**src/rtl/pcc_asu.sv**
```systemverilog
module pcc_asu #(
  parameter int W = 16
) (
  input  logic         clk,
  input  logic         rst_n,
  input  logic         op_valid,
  input  logic [2:0]   op,
  input  logic [W-1:0] opa,
  input  logic [W-1:0] opb,
  input  logic [W-1:0] pc_cur,
  input  logic         pc_ld,
  input  logic [W-1:0] pc_ld_val,
  output logic [W-1:0] res,
  output logic         res_we,
  output logic [W-1:0] pc_next
);
  localparam logic [2:0] OP_ADD  = 3'd0;
  localparam logic [2:0] OP_SUB  = 3'd1;
  localparam logic [2:0] OP_CMPU = 3'd2;
  localparam logic [2:0] OP_CMPS = 3'd3;
  localparam logic [2:0] OP_MIN  = 3'd4;
  localparam logic [2:0] OP_MAX  = 3'd5;
  localparam logic [2:0] OP_SMIN = 3'd6;
  localparam logic [2:0] OP_SMAX = 3'd7;

  logic [W:0]   sum, dif;
  logic         signed_op, lt, c_d, flag_q;
  logic         unused_bits;

  assign sum       = {1'b0, opa} + {1'b0, opb};
  assign dif       = {1'b0, opa} - {1'b0, opb};
  assign signed_op = (op == OP_CMPS) || (op == OP_SMIN) || (op == OP_SMAX);
  assign lt        = signed_op ? ($signed(opa) < $signed(opb)) : dif[W];

  always_comb begin
    res = dif[W-1:0];
    c_d = lt;
    case (op)
      OP_ADD:  begin res = sum[W-1:0]; c_d = sum[W]; end
      OP_MIN,
      OP_SMIN: res = lt ? opa : opb;
      OP_MAX,
      OP_SMAX: res = lt ? opb : opa;
      default: ;
    endcase
  end

  assign res_we = op_valid && (op != OP_CMPU) && (op != OP_CMPS);

  always_ff @(posedge clk or negedge rst_n)
    if (!rst_n)        flag_q <= 1'b0;
    else if (op_valid) flag_q <= c_d;

  assign pc_next     = {pc_ld ? pc_ld_val[W-1:1] : pc_cur[W-1:1], flag_q};
  assign unused_bits = pc_cur[0] ^ pc_ld_val[0] ^ (OP_SUB == 3'd1);
endmodule

```
**config.mk**
```make
export PLATFORM = sky130hd
export DESIGN_NAME = pcc_asu
export DESIGN_NICKNAME = d
export VERILOG_FILES = /design/src/rtl/pcc_asu.sv
export SDC_FILE = /design/constraint.sdc
export NUM_CORES = 1
export LEC_CHECK = 0
export BUFFER_PORTS_ARGS = -buffer_cell sky130_fd_sc_hd__buf_2
export CAP_MARGIN = 20
export CORE_UTILIZATION = 40
export DETAILED_ROUTE_END_ITERATION = 6
export PLACE_DENSITY = 0.68
export SETUP_SLACK_MARGIN = 0.05
export SYNTH_ARGS = -nofsm -noshare
export SYNTH_HDL_FRONTEND = slang
export SYNTH_SLANG_ARGS = --single-unit
```
**constraint.sdc**
```tcl
create_clock -name clk -period 4.55 [get_ports clk]
set_input_delay 0.91 -clock clk [delete_from_list [all_inputs] [get_ports clk]]
set_output_delay 0.91 -clock clk [all_outputs]
set_load 0.01 [all_outputs]
```
### Word-level counts from Yosys, hierarchy flattened

Cells that the tools add are included.

| storage, ports and cells | value |
|---|---|
| register bits after elaboration | 1 |
| bits of input ports | 71 |

| cells by class | value |
|---|---|
| $add $sub $neg | 2 |
| order comparisons | 1 |
| equal/unequal tests | 7 |
| muxes and demuxes | 6 |
| reduce and logical (&&, ||, !) cells | 7 |

Operators with widths:

| cell | number |
|---|---|
| one-hot mux 16 bit (3 select lines) | 1 |
| 2-to-1 mux 16 bit | 2 |
| adder 16 x 16 -> 17 bit | 1 |
| subtractor 16 x 16 -> 17 bit | 1 |
| < comparator 16 bit | 1 |
| 2-to-1 mux 15 bit | 1 |
| equality test 3 bit (second input constant) | 4 |
| inequality test 3 x 2 -> 1 bit (second input constant) | 2 |
| OR reduction 2 bit | 2 |
| equality test 3 x 2 -> 1 bit (second input constant) | 1 |
| zero test 3 bit | 1 |
| logical AND 1 bit | 2 |
| logical OR 1 bit | 2 |
| 2-to-1 mux 1 bit | 2 |

### Logic depth before layout (Yosys ltp)

| logic depth | value |
|---|---|
| depth in word-level cells | 6 |
| gate-level depth with buffers | 12 |
| depth with buffers taken out | 11 |

### Least setup slack after synthesis

OpenSTA, ideal clock, no wires.

| timing | value |
|---|---|
| kind | in2out |
| from | input opa[0] |
| to | output res[15] |
| arrival time | 3.345 ns |
| data required time | 3.640 ns |
| slack | 0.295 ns |
| stages on the path | 11 |
| buffers on the path | 0 |
| cell sequence | inv_1 ha_1 inv_1 fa_1 a211oi_2 o21ai_1 and3_1 o31a_1 a211oi_4 o21ai_1 a311oi_1 |

| on the way | value |
|---|---|
| longest elaborated chain between the ends | 4 |
| elaborated cells on any way between the ends | 7 |

RTL lines:

| element | line | source |
|---|---|---|
| start: declaration | 8 | `input logic [W-1:0] opa,` |
| subtractor 16 x 16 -> 17 bit or < comparator 16 bit (tied branches) | 31, 33 |  |
| 2-to-1 mux 1 bit | 33 | `assign lt = signed_op ? ($signed(opa) < $signed(opb)) : dif[W];` |
| 2-to-1 mux 16 bit (on tied branches) | 43, 41 |  |
| one-hot mux 16 bit (3 select lines) * | 38 | `case (op)` |
| end: declaration | 13 | `output logic [W-1:0] res,` |

Every way passes the cells marked *; elsewhere a longest branch is shown, timed or not.

### Final worst setup path

| timing | value |
|---|---|
| from | input opa[0] |
| to | output res[8] |

Same word-level chain as after synthesis.

==> impl.org <==
** Clocking
- Cts hold-fix bufs :: 0
- Clock latency on the worst-skew pair, taken at its later pin, is 0 ns.
- Clock slew seen by the registers of the worst setup and hold paths :: 0 ns

** Placement
- At the placement stage, the worst setup path has a slack of -0.131 ns.
- At the end of routability-driven placement, the weighted congestion stood at 0.911.
- The HPWL after detailed placement is 7210 um.
- Summing all placed instances gives a cell area of 3370 um^2.
- Port Buffers :: 101

** Hold path
- Counting instances, the worst hold path has a depth of 2.
- Capture endpoint of the worst hold path :: flag_q
- Hold path startpoint :: flag_q
- The tightest min-delay check is of the reg2reg type.

** Timing
- Setup-violating endpoint count in the final report :: 0
- After layout, the worst path uses 96.3% of the clock period.
- Setup repair after global routing left no endpoint under its margin.
- Fin. max-slew vios :: 0
- On the final layout, the worst clock skew is 0 ns.
- Max transition margin :: 51.5%
- The clock period could shrink to 4.38 ns.
- Timing would allow up to 228 MHz.
- Post-route setup slack :: 0.167 ns
- Total negative slack for setup checks :: 0 ns
- The number of endpoints with negative hold slack in the final report came to 0.
- At the pin with the least slew margin, the transition time is 0.725 ns.

** Status
- Status :: completed

** Power and ir drop
- Total power for the finished layout comes to 0.487 mW.
- Power density cells :: 140 nW/um^2
- The worst-case IR drop observed on VDD is 0.0854 mV.
- Leakage power total :: 1.68 nW

** Final layout
- Share of cells above drive strength 1 :: 35.6%
- Register with the most flip-flops :: flag_q
- The flip-flop count of the largest register after layout came to 1.
- Fillers :: 617
- The finished cells cover 3470 um^2.
- For this run, the post-layout net count is 607.
- Syn-to-layout area delta :: 30.9%
- The repair_antennas step left the layout with diodes totalling 0.
- Largest registers in the final layout :: flag_q x1

** Floorplanning
- From left edge to right edge, the die measures 83.5 um.
- In this run the standard cell core region covers 6390 um^2.
- The floorplan has 29 rows.
- Effective utilization at floorplan :: 41.6%
- Number of top-level pins :: 104
- The die is 83.5 um tall.
- The die covers 6960 um^2.

** Logic synthesis
- Counting flops with a built-in enable in the synthesized netlist gives 0.
- Yosys mapped the design onto 63 distinct sky130hd cell types.
- For this run, the number of Yosys warnings is 0.
- Share of the yosys chip area belonging to registers :: 0.943%
- When the netlist entered floorplanning its net count stood at 497.
- After synthesis, the mean cell area works out to 6.77 um^2.
- The most used flip-flop cell after synthesis is sky130_fd_sc_hd__dfrtp_1.
- Synthesis handed over a netlist of 392 instances.
- After synthesis, the share of flip-flops with an asynchronous set or reset is 100%.
- After synthesis the netlist holds a flip-flop and latch count of 1.
- The synthesized netlist occupies a cell area of 2650 um^2.

** Critical path
- Critical Path AT :: 3.47 ns
- The worst register-to-register path has a depth of 2.
- STA classifies the critical path endpoint as a primary output.
- The signal on the critical path passes through buf_2 > inv_2 > ha_4 > inv_2 > fa_2 > a211oi_2 > o21ai_1 > and3_4 > or2_2 > o211ai_2 > buf_4 > nand3_1 > a31oi_1 > buf_2.
- Along the worst path, the maximum fanout reaches 6.
- Data required, critical path :: 3.64 ns
- Reg2Reg Capture Point :: flag_q
- The setup check on the worst reg-to-reg path leaves a slack of 3.84 ns.
- Launching point of the worst reg2reg path :: flag_q
- By startpoint and endpoint, the worst setup path is classified as in2out.
- CP max stage cell :: sky130_fd_sc_hd__fa_2
- Startpoint kind of the worst setup timing path :: input pin
- In this design, the stage delay of the slowest critical-path cell is 0.36 ns.

** GRT
- The first global-routing pass estimated 14,400 um of wire.
- Total congestion overflow after global routing :: 0
- Entering global routing, the biggest net connects 29 pins.
- For this run, the total global-route usage over all layers was measured as 24.2%.
- Via count of the first global-routing pass :: 3,180
- Number of antenna violations at the first check in global routing :: 0

** Drt
- Routed Wire Length :: 8740 um
- For this block, the initial DRC count from the detailed router was 224.
- DR vias/cell :: 6.02
- Number of vias after detailed routing :: 3,472
- In the routed design, unresolved DRC markers number 0.
- Antenna-violating nets left :: 0
- Average wire per cell in the routed design :: 15.1 um
- Before antenna repair, the detailed router went through 5 iterations.

** Flow run
- Across the run, the number of max-cap violations was 0.
## layer usage
metal / wire length, um / GRT usage [%] / share of wire (%) / vias to the layer above
met5: 0 / 0 / 0 / -
met4: 139 / 4.16 / 1.6 / 0
met3: 698 / 2.77 / 8.0 / 12
met2: 4130 / 43.3 / 47 / 172
met1: 3770 / 31.4 / 43 / 1588
li1: - / - / - / 1700
## logic make-up after synthesis
logic type | Yosys count | share of synthesized area (%)
flops | 1 | 0.943
simple gates | 138 | 27.2
fa+ha+maj | 34 | 16.6
mux | 26 | 10.8
buf+inv | 56 | 8.49
compound gates | 132 | 34.3
xor+xnor | 5 | 1.65
## layout by cell type (no fill, tap or decap), types with 5 or more instances in the layout
master and count:
sky130_fd_sc_hd__a21o_1 6, sky130_fd_sc_hd__o21a_1 6, sky130_fd_sc_hd__ha_1 31, sky130_fd_sc_hd__nand3_1 21
sky130_fd_sc_hd__and2_1 5, sky130_fd_sc_hd__nor3_1 15, sky130_fd_sc_hd__nand2_1 19, sky130_fd_sc_hd__a311o_1 5
sky130_fd_sc_hd__buf_2 101, sky130_fd_sc_hd__nor2b_1 7, sky130_fd_sc_hd__buf_4 30, sky130_fd_sc_hd__a31oi_1 15
sky130_fd_sc_hd__and3_1 8, sky130_fd_sc_hd__a211oi_1 8, sky130_fd_sc_hd__nor2_1 32, sky130_fd_sc_hd__a21oi_1 18
sky130_fd_sc_hd__o21ai_0 30, sky130_fd_sc_hd__inv_1 27, sky130_fd_sc_hd__nor4_1 6, sky130_fd_sc_hd__mux2_2 22
## Yosys cell counts (all sizes together) (4+ instances only)
library cell   n  area share, %
o21ai         35            6.6
nor2          33            4.8
ha            32             15
inv           29            4.1
mux2          22            9.3
clkbuf        21            3.0
nand3         21            4.0
nand2         19            2.7
a21oi         18            3.4
a31oi         15            3.5
nor3          15            2.8
a211oi        11            4.0
and3           9            2.1
nor2b          7            1.7
nor4           7            1.7
a21o           6            1.7
and2           6            1.5
o21a           6            1.7
a311o          5            1.9
buf            5            1.3
o211ai         5            1.6
mux2i          4            1.5
nand2b         4           0.94
## worst max-delay path: cells and delay by family
kind / cells / cell delay [ns]
buffers and inverters: 5 / 0.59
AND/OR/NAND/NOR: 3 / 0.60
AO/OA/AOI/OAI: 4 / 0.89
adder cells (fa/ha/maj): 2 / 0.49
## final cells by class
class,instances,area (um^2),share of cell area (%)
Sequential cell,1,25.0,0.720
Inverter,30,113,3.24
Timing Repair Buffer,134,791,22.8
Tap cell,77,96.3,2.77
Multi-Input combinational cell,335,2450,70.5
## power breakdown
part           switching (mW)  internal (mW)
combinational           0.259          0.217
sequential           0.000674         0.0106
clock                       0              0
## per-stage QoR
step / util, % / instances / hold slack [ns]
floorplan: - / 392 / 0.575
global placement: 52.8 / 573 / 0.609
detailed placement: 52.8 / 573 / 0.611
CTS: 53.6 / 576 / 0.617
global route: 54.4 / 577 / 0.633
finish: 54.4 / 577 / 0.608
## worst max-delay path by stage
stage / startpoint / to / slack, ns
2_1_floorplan: opa[0] / res[15] / 0.30
5_1_grt: opa[0] / res[8] / 0.05
3_5_place_dp: opa[0] / res[8] / -0.13
6_report: opa[0] / res[8] / 0.17
3_3_place_gp: opa[0] / res[8] / -0.08
4_1_cts: opa[0] / res[8] / 0.07
## what timing repair did
item                                    CTS  global route
pin swaps                                 5             8
endpoints found under the hold margin     0             0
setup buffers                             3             1
endpoints found under the setup margin   12            14
resized for setup                         2            12
Power figures use the tool's default switching activity.
